`config.mk`:
```
export PLATFORM = sky130hd
export DESIGN_NAME = svc_req_queue
export DESIGN_NICKNAME = d
export VERILOG_FILES = /design/src/rtl/svc_req_queue_pkg.sv /design/src/rtl/srq_ring.sv /design/src/rtl/srq_member.sv /design/src/rtl/svc_req_queue.sv
export SDC_FILE = /design/constraint.sdc
export NUM_CORES = 1
export LEC_CHECK = 0
export CAP_MARGIN = 20
export CORE_UTILIZATION = 35
export CTS_BUF_LIST = sky130_fd_sc_hd__clkbuf_2 sky130_fd_sc_hd__clkbuf_4 sky130_fd_sc_hd__clkbuf_8
export CTS_CLUSTER_SIZE = 20
export DETAILED_ROUTE_END_ITERATION = 12
export PLACE_DENSITY = 0.55
export SYNTH_ARGS = -nofsm -noshare
export SYNTH_HDL_FRONTEND = slang
export SYNTH_SLANG_ARGS = --single-unit
```
`constraint.sdc`:
```
create_clock -name clk -period 3.3 [get_ports clk]
set_input_delay 0.33 -clock clk [delete_from_list [all_inputs] [get_ports clk]]
set_output_delay 0.33 -clock clk [all_outputs]
set_load 0.01 [all_outputs]
```
`src/rtl/svc_req_queue_pkg.sv`:
```
package svc_req_queue_pkg;
    // Which value a ring write port carries
    typedef enum logic [0:0] {
        SRC_REQUEST = 1'b0,
        SRC_REQUEUE = 1'b1
    } wr_src_e;
endpackage

```
`src/rtl/srq_ring.sv`:
```
// Circular channel store with two ordered write ports and one pop port.
module srq_ring #(
    parameter int DEPTH = 32,
    parameter int DW    = 5,
    localparam int PW   = $clog2(DEPTH),
    localparam int CNTW = $clog2(DEPTH + 1)
) (
    input  logic            clk,
    input  logic            rst_n,
    input  logic            wr0_en,
    input  logic [DW-1:0]   wr0_data,
    input  logic            wr1_en,
    input  logic [DW-1:0]   wr1_data,
    input  logic            rd_en,
    output logic [DW-1:0]   head,
    output logic [CNTW-1:0] count
);
    localparam logic [PW-1:0] LAST = PW'(DEPTH - 1);

    typedef struct packed {
        logic [DEPTH-1:0][DW-1:0] mem;
        logic [PW-1:0]            rd;
        logic [PW-1:0]            wr;
        logic [CNTW-1:0]          cnt;
    } ring_t;

    ring_t r_d, r_q;

    function automatic logic [PW-1:0] step(input logic [PW-1:0] p);
        return (p == LAST) ? '0 : p + 1'b1;
    endfunction

    always_comb begin
        logic [PW-1:0] wp;
        r_d = r_q;
        wp  = r_q.wr;
        // Port 0 always lands ahead of port 1
        if (wr0_en) begin
            r_d.mem[wp] = wr0_data;
            wp = step(wp);
        end
        if (wr1_en) begin
            r_d.mem[wp] = wr1_data;
            wp = step(wp);
        end
        r_d.wr = wp;
        if (rd_en) r_d.rd = step(r_q.rd);
        r_d.cnt = r_q.cnt + CNTW'(wr0_en) + CNTW'(wr1_en) - CNTW'(rd_en);
    end

    always_ff @(posedge clk) begin
        if (!rst_n) r_q <= '0;
        else        r_q <= r_d;
    end

    assign head  = r_q.mem[r_q.rd];
    assign count = r_q.cnt;
endmodule

```
`src/rtl/srq_member.sv`:
```
// One flag per channel: set while the channel is queued or outstanding.
module srq_member #(
    parameter int NUM_CH = 32,
    localparam int CW    = $clog2(NUM_CH)
) (
    input  logic              clk,
    input  logic              rst_n,
    input  logic              set_en,
    input  logic [CW-1:0]     set_ch,
    input  logic              clr_en,
    input  logic [CW-1:0]     clr_ch,
    output logic [NUM_CH-1:0] flags
);
    logic [NUM_CH-1:0] flags_d, flags_q;

    always_comb begin
        flags_d = flags_q;
        if (clr_en) flags_d[clr_ch] = 1'b0;
        if (set_en) flags_d[set_ch] = 1'b1;
    end

    always_ff @(posedge clk) begin
        if (!rst_n) flags_q <= '0;
        else        flags_q <= flags_d;
    end

    assign flags = flags_q;
endmodule

```
`src/rtl/svc_req_queue.sv`:
```
module svc_req_queue #(
    parameter int NUM_CH = 32,
    localparam int CW    = $clog2(NUM_CH),
    localparam int CNTW  = $clog2(NUM_CH + 1)
) (
    input  logic            clk,
    input  logic            rst_n,
    input  logic            req_valid,
    input  logic [CW-1:0]   req_chan,
    output logic            head_valid,
    output logic [CW-1:0]   head_chan,
    input  logic            head_accept,
    input  logic            done_valid,
    input  logic            done_more,
    output logic [CNTW-1:0] occupancy
);
    import svc_req_queue_pkg::*;

    typedef struct packed {
        logic          busy;
        logic [CW-1:0] svc;
    } svc_t;

    svc_t s_d, s_q;

    logic [NUM_CH-1:0] member;
    logic              req_ok, pop, fin, requeue;
    logic              wr0_en, wr1_en;
    wr_src_e           wr0_src;
    logic [CW-1:0]     wr0_data;
    logic [CW-1:0]     ring_head;
    logic [CNTW-1:0]   ring_cnt;

    always_comb begin
        req_ok  = req_valid && !member[req_chan];
        pop     = head_accept && head_valid;
        fin     = done_valid && s_q.busy;
        requeue = fin && done_more;

        // A requeue occupies write port 0 so it lands ahead of a new request
        wr0_src  = requeue ? SRC_REQUEUE : SRC_REQUEST;
        wr0_en   = requeue || req_ok;
        wr0_data = (wr0_src == SRC_REQUEUE) ? s_q.svc : req_chan;
        wr1_en   = requeue && req_ok;

        s_d = s_q;
        if (pop) begin
            s_d.busy = 1'b1;
            s_d.svc  = ring_head;
        end else if (fin) begin
            s_d.busy = 1'b0;
        end
    end

    always_ff @(posedge clk) begin
        if (!rst_n) s_q <= '0;
        else        s_q <= s_d;
    end

    srq_ring #(.DEPTH(NUM_CH), .DW(CW)) u_ring (
        .clk      (clk),
        .rst_n    (rst_n),
        .wr0_en   (wr0_en),
        .wr0_data (wr0_data),
        .wr1_en   (wr1_en),
        .wr1_data (req_chan),
        .rd_en    (pop),
        .head     (ring_head),
        .count    (ring_cnt)
    );

    srq_member #(.NUM_CH(NUM_CH)) u_member (
        .clk    (clk),
        .rst_n  (rst_n),
        .set_en (req_ok),
        .set_ch (req_chan),
        .clr_en (fin && !done_more),
        .clr_ch (s_q.svc),
        .flags  (member)
    );

    assign head_valid = (ring_cnt != '0) && !s_q.busy;
    assign head_chan  = ring_head;
    assign occupancy  = ring_cnt;
endmodule

```
# Yosys cells after proc, flatten, opt, wreduce, memory -nomap -nowiden
# Index checks and enable logic that the tools add are counted.
dict set report word_totals {
  output_inout_bits 12
  wordCells 103
  in_bits 11
  reg_bits 214
}
dict set report op_classes {
  eq_ne 3
  reduce_logical 17
  n_lt_le_gt_ge 9
  n_addsub 6
  n_bitwise 3
  muxes 27
}
# op count
set ops {}
lappend ops {{bitwise mux 160 bit} 2}
lappend ops {{2-to-1 mux 160 bit} 2}
lappend ops {{2-to-1 mux 32 bit} 2}
lappend ops {{demux 5 bit (select 5 bit)} 2}
lappend ops {{2-to-1 mux 5 bit} 9}
lappend ops {{bitwise AND 32 bit} 1}
lappend ops {{NOT 32 bit} 1}
lappend ops {{OR 32 bit} 1}
lappend ops {{less-than comparator 5 x 6 -> 1 bit (second input constant)} 5}
lappend ops {{binary-select mux 5 bit (select 5 bit)} 1}
lappend ops {{>= comparator 5 x 1 -> 1 bit (second input constant)} 4}
lappend ops {{adder 5 x 1 -> 5 bit (second input constant)} 3}
lappend ops {{equality test 5 bit (second input constant)} 3}
lappend ops {{adder 6 x 1 -> 6 bit} 2}
lappend ops {{logical AND 1 bit} 11}
lappend ops {{demux 1 bit (select 5 bit)} 2}
lappend ops {{2-to-1 mux 1 bit} 6}
lappend ops {{nonzero test 6 bit} 1}
lappend ops {{subtractor 6 x 1 -> 6 bit} 1}
lappend ops {{binary-select mux 1 bit (select 5 bit)} 1}
lappend ops {{logical NOT 1 bit} 3}
lappend ops {{nonzero test 2 bit} 1}
lappend ops {{logical OR 1 bit} 1}

# Logic depth before layout (Yosys ltp)
dict set report logic_depth {
  ltp_word 12
  depth_mapped 18
  ltp_nobuf 15
}

# Modules after synthesis
# From an unflattened synthesis, not the netlist that was laid out.
dict set report unflattened {
  hier_cells 1502
  area_unflattened_um2 13509.2
}
# module instances seq_area_each_um2 cells_each area_each_um2
set by_module_without_submodules {}
lappend by_module_without_submodules {srq_ring 1 3523.4 1305 11514.8}
lappend by_module_without_submodules {srq_member 1 640.6 135 1333.8}
lappend by_module_without_submodules {svc_req_queue 1 120.1 62 660.6}

# Least setup slack after synthesis
# No wires, ideal clock.
dict set report synth_path {
  path_kind {input-to-reg}
  start {input req_chan[1]}
  end {register u_ring.r_q[9] (netlist name)}
  setup_ns 0.060
  arrival_time_ns 3.506
  path_buffers 3
  required_ns 3.240
  path_slack_ns -0.266
  path_stages 17
  cell_sequence {buf_4 > mux2i_1 > o221ai_1 > a22o_1 > o41ai_4 > buf_4 > inv_2 > a21oi_1 > inv_1 > ha_1 > clkbuf_1 > and3_1 > ha_1 > nor4_1 > nand3_1 > a21oi_1 > a311o_1}
}
dict set report synth_via {
  elab_chain_len 9
  elab_cells_between_ends 11
  cone_classes {1 x add/sub; 1 x eq/ne; 5 x mux; 4 x reduce/logical}
}
# item line
set synth_lines {}
lappend synth_lines {{start, declared} svc_req_queue.sv:9} ;# input logic [CW-1:0] req_chan,
lappend synth_lines {{binary-select mux 1 bit (select 5 bit) (*)} svc_req_queue.sv:35} ;# req_ok = req_valid && !member[req_chan];
lappend synth_lines {{2-to-1 mux 1 bit (not written as such) (*)} svc_req_queue.sv:35}
lappend synth_lines {{logical NOT 1 bit (*)} svc_req_queue.sv:35}
lappend synth_lines {{logical AND 1 bit (*)} svc_req_queue.sv:35}
lappend synth_lines {{logical OR 1 bit} svc_req_queue.sv:42} ;# wr0_en = requeue || req_ok;
lappend synth_lines {{2-to-1 mux 5 bit} srq_ring.sv:38} ;# if (wr0_en) begin
lappend synth_lines {{adder 5 x 1 -> 5 bit or equality test 5 bit (tied branches)} srq_ring.sv:30} ;# return (p == LAST) ? '0 : p + 1'b1;
lappend synth_lines {{2-to-1 mux 5 bit} srq_ring.sv:30}
lappend synth_lines {{2-to-1 mux 5 bit (*)} srq_ring.sv:42} ;# if (wr1_en) begin
lappend synth_lines {{end signal, assigned} srq_ring.sv:53} ;# else r_q <= r_d;
lappend synth_lines {{end, declared} srq_ring.sv:27} ;# ring_t r_d, r_q;
# Mark *: on every way between the ends. The rest lies on a longest branch, timed or not. The select of a mux whose other input is x is not followed.
# A chain may end at the register's enable or synchronous reset.

# Final worst setup path
dict set report layout_path {
  start {register u_ring.r_q[11] (netlist name)}
  end {output head_chan[1]}
}
dict set report layout_via {
  elab_chain_len 2
}
# item line
set layout_lines {}
lappend layout_lines {{binary-select mux 5 bit (select 5 bit)} srq_ring.sv:56} ;# assign head = r_q.mem[r_q.rd];
lappend layout_lines {{2-to-1 mux 5 bit (not written as such)} srq_ring.sv:56}
lappend layout_lines {{end, declared} svc_req_queue.sv:11} ;# output logic [CW-1:0] head_chan,
# No other way between the ends. The select of a mux whose other input is x is not followed.

==> impl_metrics.tcl <==
set metrics [dict create \
    status "finished, final reports clean" \
    rsz0062_at_grt "false" \
    drc_errors 0 \
    grt_overflow 0 \
    cpMaxStageDelayCell "mux4_2" \
    p_leak_uw 0.00489 \
    die_x_um 182 \
    gp_routability_congestion 0.858 \
    worstPathRequired_ns 2.97 \
    setup_viol 0 \
    htree_levels 2 \
    final_util_pct 41.7 \
    cp_cell_sequence "buf_12, mux4_2, mux4_2, mux2_2, dlygate4sd2_1" \
    worstPathMaxFanout 16 \
    avgSynthCellArea_um2 9.88 \
    cpMostUsedCell "mux4_2" \
    hold_buffers 0 \
    synthMuxAreaShare_pct 26.5 \
    synthFlopType "dfxtp_1" \
    drtIter0Drc 784 \
    setup.worst_path.class "reg2out" \
    final_common_cell "dfxtp_1" \
    postCtsSetupBuffers 0 \
    maxSlewHeadroom_pct 52.0 \
    clk_pin_slew_ns 0.06 \
    synth_area_leaders "dfxtp_1 38%, mux2i_1 16%, mux4_2 10%, o22ai_1 9.0%, nand2_1 2.6%" \
    synth_top_family_by_area "multiplexers" \
    finalHoldViolations 0 \
    worst_pin_slew_ns 0.717 \
    clock_skew_ns 0.0178 \
    crit_start "u_ring.r_q[11]" \
    grt_first_pass_wirelength_mm 55.0 \
    hp-start "rst_n" \
    fin_crit_sh_pct 97.5 \
    synth_compound_area_share_pct 14.2 \
    io_pins 23 \
    die_area_mm2 0.0330 \
    wl_per_cell_um 21.8 \
    nets 1225 \
    fmax_ghz 0.311 \
    worstPathArrival_ns 2.89 \
    synth_cells 1142 \
    die_h_um 182 \
    stdcell_area_mm2 0.0132 \
    portBuffers 22 \
    dp_hpwl_mm 22.7 \
    worst_slack_ns 0.0814 \
    post-synth-top-area-fraction_pct 38.0 \
    dp_slack_ns -0.387 \
    dp_cells 1554 \
    finalNonFillerCells 1622 \
    p_per_area_mw_per_mm2 520 \
    peakVddDrop_mv 0.241 \
    rows 65 \
    grt_pass1_vias 9386 \
    syn2layout_area_growth_pct 17.0 \
    post_dp_cell_area_mm2 0.0124 \
    cts-root-buf "clkbuf_8" \
    final_max_slew_viol_count 0 \
    synth_fa_ha_area_share_pct 2.46 \
    final.fill_count 3085 \
    numCtsBuffers 39 \
    min_path_type "in2reg" \
    via_per_inst 5.87 \
    vias 9515 \
    ys.warnings.count 0 \
    clk_latency_ns 0.55 \
    startpoint_type "register" \
    grt_max_degree 52 \
    synth-simple-area-share_pct 12.7 \
    synthXorXnorAreaFrac_pct 0.543 \
    grt_usage_pct 21.4 \
    cts_tree "yes" \
    synth_top_cell_by_area "dfxtp_1" \
    drive_gt1_share_pct 21.3 \
    yosysUniqueCellTypes 55 \
    diodes 0 \
    core_area_mm2 0.0316 \
    grt_antenna_before_repair 0 \
    cp-end-kind "output pin" \
    cts.sinks 214 \
    setup_tns_ns 0 \
    start_util_pct 35.7 \
    cts_buffer_depth 3 \
    dr.pass1.iters 5 \
    drtAntennaViolNets 0 \
    synth_nets 1174 \
    async_reset_ff_share_pct 0 \
    yosysSeqAreaShare_pct 38.0 \
    ys_ff_latch 214 \
    r2r-start "u_member.flags[23]" \
    final_cell_mix "212 x dfxtp_1, 177 x mux2i_1, 162 x o22ai_1" \
    final.min_clock_period_ns 3.22 \
    wirelength_mm 35.4 \
    max-cap-violations 0 \
    syn-cell-area_mm2 0.0113 \
    synth_edf_count 0 \
    cpPeakStageDelay_ns 0.58 \
]
-- per-stage QoR --
stage,total power (uW),hold slack (ns)
finish,6860,0.303
global route,7180,0.308
CTS,6920,0.271
detailed placement,4270,0.469
global placement,4260,0.465
floorplan,3750,0.451
-- critical path, delay by kind of cell, from the launching register on --
family	cells	cell delay, ns
buffers and inverters	2	0.48
flip-flops	1	0.38
multiplexers	3	1.46
-- synthesized netlist by cell type, drive strengths merged, types with 4 or more instances --
library cell,number
a21o,6
a21oi,40
and2,5
and3,30
buf,49
clkbuf,70
dfxtp,214
ha,19
inv,17
mux2,6
mux2i,177
mux4,51
nand2,79
nand2b,4
nand3,29
nand3b,7
nand4,36
nor2,40
nor3,12
nor3b,7
o21a,5
o21ai,37
o22ai,162
or3b,4
xnor2,5
-- per-layer routing --
layer	wire length [um]	share of wire (%)	track usage, %	vias up
met2	15700	44	33.1	339
li1	-	-	-	4437
met4	1290	3.7	9.56	0
met1	16100	45	28.8	4639
met5	0	0	0	-
met3	2270	6.4	4.21	100
-- repair_timing --
action / in CTS / in global routing
endpoints found under the setup margin: 5 / 2
cloned: 0 / 0
gates resized for setup: 7 / 4
pin swaps: 0 / 1
-- cell type report --
class | count | area, um2 | area share (%)
Multi-Input combinational cell | 791 | 6380 | 48.4
Sequential cell | 214 | 4290 | 32.5
Timing Repair Buffer | 129 | 1140 | 8.66
Clock buffer | 64 | 787 | 5.96
Tap cell | 402 | 503 | 3.81
Inverter | 18 | 67.6 | 0.512
Clock inverter | 4 | 26.3 | 0.199
-- cells by family (layout without fill, tap and decap cells) --
| family | count (synthesis) | after routing |
|---|---|---|
| adders and majority gates | 21 | 21 |
| AOI/OAI and AO/OA | 262 | 262 |
| xor gates and xnor gates | 7 | 7 |
| buffers and inverters | 137 | 215 |
| muxes | 234 | 234 |
| and+or+nand+nor | 267 | 267 |
| DFF | 214 | 214 |
-- report_power, final --
part / internal [uW] / switching (uW)
logic: 629 / 840
registers: 2670 / 90.1
clock network: 1500 / 1130
total: 4800 / 2060
-- flip-flops by register name (all words and copies together) (netlist names) --
name	count
s_q	6
u_member.flags	32
u_ring.count	6
u_ring.r_q	170
-- worst paths after layout --
| check | endpoint | slack [ns] | cells after the start |
|---|---|---|---|
| max | head_chan[1] | 0.08 | 5 |
| min | u_ring.r_q[7] | 0.30 | 3 |
| max reg2reg | u_ring.r_q[9] | 0.27 | 10 |
| min reg2reg | u_member.flags[0] | 0.47 | 2 |
No activity file was read; power rests on OpenSTA's default activity.
